## src/rtl/codecRegPkg.sv

```systemverilog
package codecRegPkg;
  localparam int NUM_REGS = 32;
  localparam int DATA_W   = 8;
  localparam int IDX_W    = $clog2(NUM_REGS);
  localparam int IMG_W    = NUM_REGS * DATA_W;

  // register numbers whose behaviour other logic relies on
  localparam int REG_FORMAT = 8;
  localparam int REG_IFACE  = 9;
  localparam int REG_ERRSTS = 11;
  localparam int REG_MODEID = 12;
  localparam int REG_ALTSTS = 24;

  localparam int MCE_BIT   = 6;
  localparam int WIDE_BIT  = 6;
  localparam int PART_BIT  = 4;
  localparam int CALIB_BIT = 5;

  typedef enum logic [2:0] {
    KIND_PLAIN, KIND_FIXED, KIND_FORMAT, KIND_IFACE, KIND_MODE, KIND_ALTSTS
  } regKind_e;

  typedef struct packed {
    logic             idxWr;
    logic             dataWr;
    logic             statWr;
    logic             calRd;
    logic [IDX_W-1:0] regIdx;
  } ctlStrobe_t;

  function automatic logic [DATA_W-1:0] resetValue(input int n);
    case (n)
      2, 3, 4, 5, 18, 19: return 8'h88;
      6, 7:               return 8'h80;
      9:                  return 8'h08;
      12:                 return 8'h8A;
      25, 26:             return 8'hA0;
      default:            return 8'h00;
    endcase
  endfunction

  function automatic regKind_e kindOf(input int n);
    case (n)
      REG_FORMAT:           return KIND_FORMAT;
      REG_IFACE:            return KIND_IFACE;
      REG_ERRSTS, 22, 27, 29: return KIND_FIXED;
      REG_MODEID:           return KIND_MODE;
      REG_ALTSTS:           return KIND_ALTSTS;
      default:              return KIND_PLAIN;
    endcase
  endfunction
endpackage

```

## src/rtl/codecRegCtl.sv

```systemverilog
module codecRegCtl
  import codecRegPkg::*;
#(
  parameter int CAL_W    = 2,
  parameter int CAL_LOAD = 1
) (
  input  logic              clk,
  input  logic              rstN,
  input  logic [1:0]        hostSel,
  input  logic              hostWrEn,
  input  logic              hostRdEn,
  input  logic [DATA_W-1:0] hostWrData,
  input  logic              wideMode,
  input  logic [1:0]        calibArm,
  output ctlStrobe_t        strb,
  output logic [DATA_W-1:0] idxReg,
  output logic              calActive
);
  localparam logic [DATA_W-1:0] IDX_RESET = 8'h40;
  localparam logic [CAL_W-1:0]  CAL_INIT  = CAL_W'(CAL_LOAD);

  logic [CAL_W-1:0] calCnt;
  logic             mceRise;

  always_comb begin
    strb.idxWr  = hostWrEn && (hostSel == 2'd0);
    strb.dataWr = hostWrEn && (hostSel == 2'd1);
    strb.statWr = hostWrEn && (hostSel == 2'd2);
    strb.regIdx = wideMode ? idxReg[IDX_W-1:0] : {1'b0, idxReg[IDX_W-2:0]};
    strb.calRd  = hostRdEn && (hostSel == 2'd1) &&
                  (strb.regIdx == IDX_W'(REG_ERRSTS));
  end

  assign mceRise   = strb.idxWr && !idxReg[MCE_BIT] && hostWrData[MCE_BIT];
  assign calActive = (calCnt != '0);

  always_ff @(posedge clk) begin
    if (!rstN) begin
      idxReg <= IDX_RESET;
    end else if (strb.idxWr) begin
      idxReg <= {1'b0, hostWrData[DATA_W-2:0]};
    end
  end

  always_ff @(posedge clk) begin
    if (!rstN) begin
      calCnt <= '0;
    end else if (mceRise && (calibArm != 2'b00)) begin
      calCnt <= CAL_INIT;
    end else if (strb.calRd && calActive) begin
      calCnt <= calCnt - 1'b1;
    end
  end
endmodule

```

## src/rtl/codecRegData.sv

```systemverilog
module codecRegData
  import codecRegPkg::*;
(
  input  logic              clk,
  input  logic              rstN,
  input  ctlStrobe_t        strb,
  input  logic [1:0]        hostSel,
  input  logic [DATA_W-1:0] hostWrData,
  input  logic              evtPlayDone,
  input  logic [DATA_W-1:0] idxReg,
  input  logic              calActive,
  output logic [IMG_W-1:0]  regImage,
  output logic [DATA_W-1:0] hostRdData,
  output logic              intFlag,
  output logic              wideMode,
  output logic [1:0]        calibArm
);
  localparam logic [DATA_W-1:0] IFACE_MASK = ~(DATA_W'(1) << 5);
  localparam logic [DATA_W-1:0] PEND_MASK  = 8'h70;

  logic partEn;
  assign partEn = regImage[REG_ALTSTS*DATA_W + PART_BIT];

  for (genvar g = 0; g < NUM_REGS; g++) begin : gReg
    localparam regKind_e K = kindOf(g);
    localparam logic [DATA_W-1:0] RV = resetValue(g);
    logic hit;
    logic [DATA_W-1:0] q;
    assign hit = strb.dataWr && (strb.regIdx == IDX_W'(g));
    assign regImage[g*DATA_W +: DATA_W] = q;

    if (K == KIND_FIXED) begin : gFixed
      assign q = RV;
    end else if (K == KIND_FORMAT) begin : gFmt
      always_ff @(posedge clk) begin
        if (!rstN) q <= RV;
        else if (hit) begin
          if (idxReg[MCE_BIT]) q <= hostWrData;
          else if (partEn)     q <= {hostWrData[7:4], q[3:0]};
        end
      end
    end else if (K == KIND_IFACE) begin : gIface
      always_ff @(posedge clk) begin
        if (!rstN)    q <= RV;
        else if (hit) q <= hostWrData & IFACE_MASK;
      end
    end else if (K == KIND_MODE) begin : gMode
      always_ff @(posedge clk) begin
        if (!rstN)    q <= RV;
        else if (hit) q[WIDE_BIT] <= hostWrData[WIDE_BIT];
      end
    end else if (K == KIND_ALTSTS) begin : gAlt
      logic [DATA_W-1:0] nxt;
      always_comb begin
        nxt = q;
        if (hit)         nxt = hostWrData;
        if (strb.statWr) nxt = nxt & ~PEND_MASK;
        if (evtPlayDone) nxt[PART_BIT] = 1'b1;
      end
      always_ff @(posedge clk) begin
        if (!rstN) q <= RV;
        else       q <= nxt;
      end
    end else begin : gPlain
      always_ff @(posedge clk) begin
        if (!rstN)    q <= RV;
        else if (hit) q <= hostWrData;
      end
    end
  end

  always_ff @(posedge clk) begin
    if (!rstN)            intFlag <= 1'b0;
    else if (evtPlayDone) intFlag <= 1'b1;
    else if (strb.statWr) intFlag <= 1'b0;
  end

  assign wideMode = regImage[REG_MODEID*DATA_W + WIDE_BIT];
  assign calibArm = regImage[REG_IFACE*DATA_W + 3 +: 2];

  logic [DATA_W-1:0] selReg;
  assign selReg = regImage[strb.regIdx*DATA_W +: DATA_W];

  always_comb begin
    case (hostSel)
      2'd0: hostRdData = {1'b0, idxReg[DATA_W-2:0]};
      2'd1: begin
        hostRdData = selReg;
        if (strb.regIdx == IDX_W'(REG_ERRSTS) && calActive)
          hostRdData[CALIB_BIT] = 1'b1;
      end
      2'd2:    hostRdData = {{(DATA_W-1){1'b0}}, intFlag};
      default: hostRdData = '0;
    endcase
  end
endmodule

```

## src/rtl/codecRegFile.sv

```systemverilog
module codecRegFile
  import codecRegPkg::*;
(
  input  logic             clk,
  input  logic             rstN,
  input  logic [1:0]       hostSel,
  input  logic             hostWrEn,
  input  logic             hostRdEn,
  input  logic [7:0]       hostWrData,
  output logic [7:0]       hostRdData,
  input  logic             evtPlayDone,
  output logic [255:0]     regImage,
  output logic             intFlag
);
  ctlStrobe_t        strb;
  logic [DATA_W-1:0] idxReg;
  logic              calActive;
  logic              wideMode;
  logic [1:0]        calibArm;

  codecRegCtl #(.CAL_W(2), .CAL_LOAD(1)) ctl_i (
    .clk(clk), .rstN(rstN), .hostSel(hostSel), .hostWrEn(hostWrEn),
    .hostRdEn(hostRdEn), .hostWrData(hostWrData), .wideMode(wideMode),
    .calibArm(calibArm), .strb(strb), .idxReg(idxReg), .calActive(calActive)
  );

  codecRegData data_i (
    .clk(clk), .rstN(rstN), .strb(strb), .hostSel(hostSel),
    .hostWrData(hostWrData), .evtPlayDone(evtPlayDone), .idxReg(idxReg),
    .calActive(calActive), .regImage(regImage), .hostRdData(hostRdData),
    .intFlag(intFlag), .wideMode(wideMode), .calibArm(calibArm)
  );
endmodule

```

## config.mk

```make
export PLATFORM = sky130hd
export DESIGN_NAME = codecRegFile
export DESIGN_NICKNAME = d
export VERILOG_FILES = /design/src/rtl/codecRegPkg.sv /design/src/rtl/codecRegCtl.sv /design/src/rtl/codecRegData.sv /design/src/rtl/codecRegFile.sv
export SDC_FILE = /design/constraint.sdc
export NUM_CORES = 1
export LEC_CHECK = 0
export CORE_ASPECT_RATIO = 0.75
export CORE_MARGIN = 2
export CORE_UTILIZATION = 40
export DETAILED_ROUTE_END_ITERATION = 7
export PLACE_DENSITY = 0.69
export SLEW_MARGIN = 10
export SYNTH_ARGS = -nofsm -noshare
export SYNTH_HDL_FRONTEND = slang
export SYNTH_SLANG_ARGS = --single-unit
```

## constraint.sdc

```tcl
create_clock -name clk -period 2.8 [get_ports clk]
set_clock_uncertainty 0.1 [all_clocks]
set_input_delay 0.42 -clock clk [delete_from_list [all_inputs] [get_ports clk]]
set_output_delay 0.42 -clock clk [all_outputs]
set_load 0.02 [all_outputs]
```

==> results_dict.tcl, run 1 <==
set metrics [dict create \
    synth_area_per_cell_um2 10.2 \
    finalCritPeriodShare_pct 111 \
    ys_seq_area_share_pct 40.1 \
    dpl-instance-area_um2 15000 \
    power_frac_seq_pct 45.5 \
    drc_errors 0 \
    holdPathStages 2 \
    die-width_um 198 \
    ys.flop_type "dfxtp_1" \
    p_int_uw 5370 \
    drt_iter0_drc 717 \
    max_cap_viol_count 0 \
    min_path_type "input port to register" \
    cts_hold_buf 0 \
    clk_pin_slew_ns 0.07 \
    grt_first_pass_wirelength_um 63300 \
    synth-edff-count 0 \
    antenna_found_initial 0 \
    p_sw_share_pct 24.6 \
    fill_cells 2362 \
    syn2layout_area_growth_pct 46.2 \
    synthArstFlopShare_pct 0 \
    fin_crit_ns 3.12 \
    maxSlewViolCount 0 \
    path_class "register to primary output" \
    cp.arrival_ns 2.60 \
    p_leak_uw 0.00553 \
    drt_first_pass_iters 4 \
    drive_gt1_share_pct 25.2 \
    cp-end-kind "primary output" \
    wirelength_um 43700 \
    tns_ns -2.04 \
    cp_slowest_cell "dfxtp_4" \
    vias 9932 \
    crit_required_ns 2.28 \
    synth_cells 1103 \
    stdcell_count 1836 \
    yosysWarnings 0 \
    rsz0062_at_grt "yes" \
    power.switching_uw 1750 \
    cts_tree "done" \
    design_power_total_uw 7120 \
    ys_types 63 \
    ioPinCount 280 \
    port_buffers 239 \
    clock-sinks 226 \
    clockRootBuffer "clkbuf_16" \
    die_h_um 149 \
    grt_usage_pct 28.8 \
    vdd_drop_max_uv 331 \
    hold_end "data_i.gReg[28].q[0]" \
    cpPeakStageDelay_ns 0.41 \
    max_freq_mhz 321 \
    multi_input_area_um2 6510 \
    slew_headroom_pct 65.3 \
    htreeDepth 1 \
    grt_max_degree 64 \
    combPwrFrac_pct 9.1 \
    violations "negative setup slack" \
    final_area_um2 16500 \
    layout_commonest_cell "clkdlybuf4s50_1" \
    avgViaCountPerCell 5.41 \
    r2r-end "data_i.gReg[0].q[4]" \
    dieArea_um2 29600 \
    numCtsBuffers 23 \
    finalSetupViolCount 8 \
    core_area_um2 27900 \
    nNetsFinal 1480 \
    synth_area_um2 11300 \
    cts_buffer_depth 3 \
    mostFrequentLayoutCells "clkdlybuf4s50_1, mux2i_1, dfxtp_1, nor2b_1, buf_4" \
    cp_common_cell "buf_6" \
    powerDensity_nw_per_um2 432 \
    timing.final.ws_setup_ns -0.320 \
    r2r_slack_ns 0.45 \
    finalHoldViolCount 0 \
    dp.cells 1772 \
    dp_hpwl_um 31300 \
    clockPowerShare_pct 45.4 \
    grt_pass1_vias 9585 \
    reg2reg_depth 11 \
    drt.antenna.violating_nets 0 \
    regToRegStartpoint "ctl_i.idxReg[0]" \
    wire_per_inst_um 23.8 \
    insertion_delay_ns 0.53 \
    worst_slew_pin_slew_ns 0.521 \
    worstPathCellList "buf_8, or3b_4, buf_6, o311ai_4, nor4_2, nor4b_2, buf_4, buf_6" \
    seq_area_um2 4530 \
    worstHoldStart "rstN" \
    rows 53 \
    grt_overflow 0 \
    status "finished with violations" \
    gp_congestion 0.914 \
    critPathLaunchType "register" \
    ys_seq_elements 226 \
    cp_max_fo 7 \
    start_util_pct 40.5 \
    n_antenna_cell 0 \
]
## synth_stat cells, drive strengths merged, types with 4 or more instances
master	count	area share, %
a22oi	15	1.0
a31oi	4	0.22
a21oi	21	0.93
mux2i	226	20
o21ai	17	0.75
and2	5	0.28
o2bb2ai	6	0.47
a211oi	4	0.27
nor3	14	1.5
o22ai	4	0.22
nand2b	5	0.28
mux4	21	4.2
nand3	17	1.3
nor2b	197	11
inv	6	0.20
o211ai	6	0.40
mux2	19	1.9
a221oi	11	0.85
nor4	4	0.22
nor2	39	2.1
dfxtp	226	40
nand2	49	1.6
buf	84	4.7
a22o	4	0.31
a21boi	9	0.60
clkbuf	47	1.6
## power groups by stage
stage | clock [uW] | combinational, uW | sequential (uW)
5_1_grt | 3390 | 673 | 3240
6_report | 3230 | 646 | 3240
2_1_floorplan | 0 | 356 | 3320
3_5_place_dp | 0 | 561 | 3320
3_3_place_gp | 0 | 560 | 3320
4_1_cts | 3260 | 615 | 3240
## worst max path at each step
stage                                from             to  slack (ns)  cells after the start
after floorplan           ctl_i.idxReg[0]  hostRdData[3]        0.09                      6
after global placement    ctl_i.idxReg[0]  hostRdData[3]       -0.62                      8
after detailed placement  ctl_i.idxReg[0]  hostRdData[3]       -0.69                      8
after CTS                 ctl_i.idxReg[0]  hostRdData[6]       -0.34                      8
after global routing      ctl_i.idxReg[0]  hostRdData[3]       -0.34                      8
final                     ctl_i.idxReg[0]  hostRdData[3]       -0.32                      8
## kinds of logic (layout without fill, tap and decap cells)
| kind of cell | after synthesis | in the layout | synth area share, % |
|---|---|---|---|
| AND/OR/NAND/NOR | 346 | 346 | 19.3 |
| buffers and inverters | 139 | 477 | 6.51 |
| AO/OA/AOI/OAI | 122 | 122 | 7.74 |
| adder cells (fa/ha/maj) | 1 | 1 | 0.111 |
| other | 2 | 40 | 0.0666 |
| flip-flops | 226 | 226 | 40.1 |
| multiplexers | 266 | 266 | 26.1 |
| XOR/XNOR | 1 | 1 | 0.0776 |
## layout make-up
type                    instances  area share (%)
clock buffers                  32            4.12
well taps                     357            2.71
flip-flops and latches        226            27.5
repair buffers                429            25.4
clock inverters                 8           0.622
multi-input cells             776            39.5
inverters                       8           0.197
## metrics by stage
step	setup slack (ns)	utilization, %	hold WS, ns
2_1_floorplan	0.0936	-	0.389
3_3_place_gp	-0.624	53.9	0.384
3_5_place_dp	-0.686	53.9	0.408
4_1_cts	-0.342	58.5	0.298
5_1_grt	-0.339	59.2	0.336
6_report	-0.320	59.2	0.313
## state kept, by name, indices dropped and copies added, names as in the netlist
| name | flops |
|---|---|
| data_i.gReg.q | 216 |
| ctl_i.idxReg | 7 |
| ctl_i.calCnt | 2 |
| data_i.intFlag | 1 |
## routing by layer
layer  part of all wire (%)  wire length, um  GRT usage (%)  up-vias
li1                       -                -              -     4516
met1                     47            20300           42.0     4891
met2                     44            19100           44.0      469
met3                    7.6             3300           4.73       56
met4                    2.3              984           7.52        0
met5                      0                0              0        -
## worst max-delay path: cells and delay by family (launching register included)
kind                   cells  cell delay (ns)
buffers and inverters      4             0.59
AO/OA/AOI/OAI              1             0.22
flip-flops                 1             0.41
AND/OR/NAND/NOR            3             0.86
## timing repair
item / 4_1_cts / 5_1_grt
gates resized for setup: 121 / 32
cloned: 0 / 1
endpoints found under the setup margin: 8 / 8
setup buffers: 20 / 9
pin swaps: 24 / 24
endpoints found under the hold margin: 0 / 0
Note: power is estimated with default switching activity, not from simulation.
==> run 2, diff against run 1 <==
--- a/config.mk
+++ b/config.mk
@@ -5,11 +5,12 @@
 export SDC_FILE = /design/constraint.sdc
 export NUM_CORES = 1
 export LEC_CHECK = 0
+export ABC_AREA = 1
 export CORE_ASPECT_RATIO = 0.75
 export CORE_MARGIN = 2
 export CORE_UTILIZATION = 40
 export DETAILED_ROUTE_END_ITERATION = 7
-export PLACE_DENSITY = 0.69
+export PLACE_DENSITY = 0.71
 export SLEW_MARGIN = 10
 export SYNTH_ARGS = -nofsm -noshare
 export SYNTH_HDL_FRONTEND = slang
==> results_dict.tcl, run 2 <==
set metrics [dict create \
    status "finished, final reports clean" \
    pre_cts_slack_ns -0.0160 \
    cp.arrival_ns 2.26 \
    grt_usage_pct 29.8 \
    drt.antenna.violating_nets 0 \
    ys_seq_elements 226 \
    final_area_um2 14000 \
    clk_pin_slew_ns 0.07 \
    top_regs "data_i.gReg.q: 216 flops, ctl_i.idxReg: 7 flops, ctl_i.calCnt: 2 flops" \
    rsz0062_at_grt "yes" \
    synth_top_area_share_pct 44.8 \
    mostFrequentLayoutCells "nand2_1, clkdlybuf4s50_1, dfxtp_1, a21oi_1, o21ai_0" \
    maxSlewViolCount 0 \
    whs_ns 0.287 \
    synth-edff-count 0 \
    start_util_pct 40.6 \
    worstPathCellList "nand2_2, buf_4, inv_1, buf_4, nand3_1, nand3_1, nor2_1, nand2_1, nand3_2, nand2_1, buf_4" \
    worst_slew_pin_slew_ns 1.05 \
    dpl-instance-area_um2 13000 \
    numCtsBuffers 22 \
    grt_pass1_vias 9807 \
    drive_gt1_share_pct 12.7 \
    top_register "data_i.gReg.q" \
    drt_iter0_drc 1462 \
    path_class "register to primary output" \
    yosysMostFrequentCell "nand2_1" \
    grt_first_pass_wirelength_um 60900 \
    core_area_um2 24900 \
    cp-end-kind "primary output" \
    antenna_found_initial 0 \
    cts_tree "done" \
    post-route-util_pct 56.1 \
    ys.flop_type "dfxtp_1" \
    dp_hpwl_um 30100 \
    layout_commonest_cell "nand2_1" \
    synth_cells 1375 \
    cts_hold_buf 0 \
    cp_max_fo 5 \
    max_freq_mhz 360 \
    cp_common_cell "buf_4" \
    yosysWarnings 0 \
    p_leak_uw 0.00568 \
    clockRootBuffer "clkbuf_16" \
    syn2layout_area_growth_pct 38.4 \
    synth_area_um2 10100 \
    ys_types 34 \
    rows 50 \
    gp_congestion 1.01 \
    finalCritPeriodShare_pct 99.3 \
    dieArea_um2 26500 \
    min_path_type "input port to register" \
    critPathLaunchType "register" \
    ys_seq_area_share_pct 44.8 \
    tns_ns 0 \
    synthTopCellsByArea "dfxtp_1, nand2_1, a21oi_1, o21ai_0, buf_4" \
    vdd_drop_max_uv 419 \
    vias 11000 \
    largest_reg_flops 216 \
    grt_max_degree 86 \
    finalSetupViolCount 0 \
    drc_errors 0 \
    insertion_delay_ns 0.52 \
    htreeDepth 1 \
    r2r_slack_ns 0.77 \
    timing.final.ws_setup_ns 0.0193 \
    die_h_um 142 \
    cpPeakStageDelay_ns 0.35 \
    powerDensity_nw_per_um2 490 \
    synth_area_per_cell_um2 7.34 \
    clock-sinks 226 \
    ioPinCount 280 \
    cts_buffer_depth 3 \
    port_buffers 239 \
    drt_first_pass_iters 7 \
    crit_required_ns 2.28 \
    nNetsFinal 1647 \
    synthArstFlopShare_pct 0 \
    finalHoldViolCount 0 \
    slew_headroom_pct 29.4 \
    cp_slowest_cell "dfxtp_2" \
    max_cap_viol_count 0 \
    grt_overflow 0 \
    avgViaCountPerCell 5.56 \
    wire_per_inst_um 21.1 \
    synth_top_area_cell "dfxtp_1" \
    synth_commonest_cells "nand2_1, dfxtp_1, a21oi_1" \
    fin_crit_ns 2.78 \
    n_antenna_cell 0 \
    die-width_um 187 \
    wirelength_um 41800 \
]
run 2: changes by cell type after synthesis, sizes merged, moves of 77 or more:
cell / delta
a21oi: +196
inv: +77
mux2i: -226
nand2: +272
nor2b: -197
o21ai: +200
run 2: where the power goes:
group          total [uW]  internal [uW]  switching [uW]  leakage (uW)
clock                2960           1710            1250      0.000342
sequential           3260           3230            24.5       0.00182
combinational         632            214             418       0.00352
total                6850           5150            1690       0.00568
run 2: cells by family (layout without fill, tap and decap cells):
kind of cell	Yosys count	in the layout	share of synthesized area (%)
AO/OA/AOI/OAI	467	467	24.0
adder cells (fa/ha/maj)	1	1	0.124
flip-flops	226	226	44.8
buffers and inverters	221	449	11.2
XOR/XNOR	1	1	0.0867
AND/OR/NAND/NOR	457	457	19.7
other	2	40	0.0744
run 2: final cells by class:
class                   instances  area, um2
fillers                      2355      10900
multi-input cells             966       4700
flip-flops and latches        226       4530
repair buffers                330       3300
clock buffers                  32        659
well taps                     338        423
inverters                      85        325
clock inverters                 2       35.0
run 2: final timing paths:
kind | from | end | cells after the start
max | ctl_i.idxReg[3] | hostRdData[0] | 11
min reg2reg | data_i.gReg[8].q[1] | data_i.gReg[8].q[1] | 2
max reg2reg | ctl_i.idxReg[2] | data_i.gReg[3].q[6] | 9
min | rstN | data_i.gReg[6].q[7] | 2
run 2: through the flow:
step	cells	total power, uW
floorplan	1413	3670
global placement	1928	3880
detailed placement	1928	3880
CTS	1965	6790
global route	1979	7010
finish	1979	6850
run 2: critical path: cells and delay by family (launching register included):
| family | cells | cell delay, ns |
|---|---|---|
| DFF | 1 | 0.35 |
| buffers and inverters | 4 | 0.53 |
| and+or+nand+nor | 7 | 0.84 |
run 2: timing repair:
action,CTS,global route
setup endpoints to repair,8,8
resized for setup,46,47
pin swaps,2,15
cloned,0,2
setup buffers,3,12
endpoints found under the hold margin,0,0
run 2: layer usage:
metal / global-route usage [%] / part of all wire [%] / vias up
met5: 0 / 0 / -
met4: 6.42 / 2.1 / 0
met3: 6.38 / 13 / 74
met2: 43.8 / 42 / 720
met1: 44.5 / 43 / 5151
li1: - / - / 5062
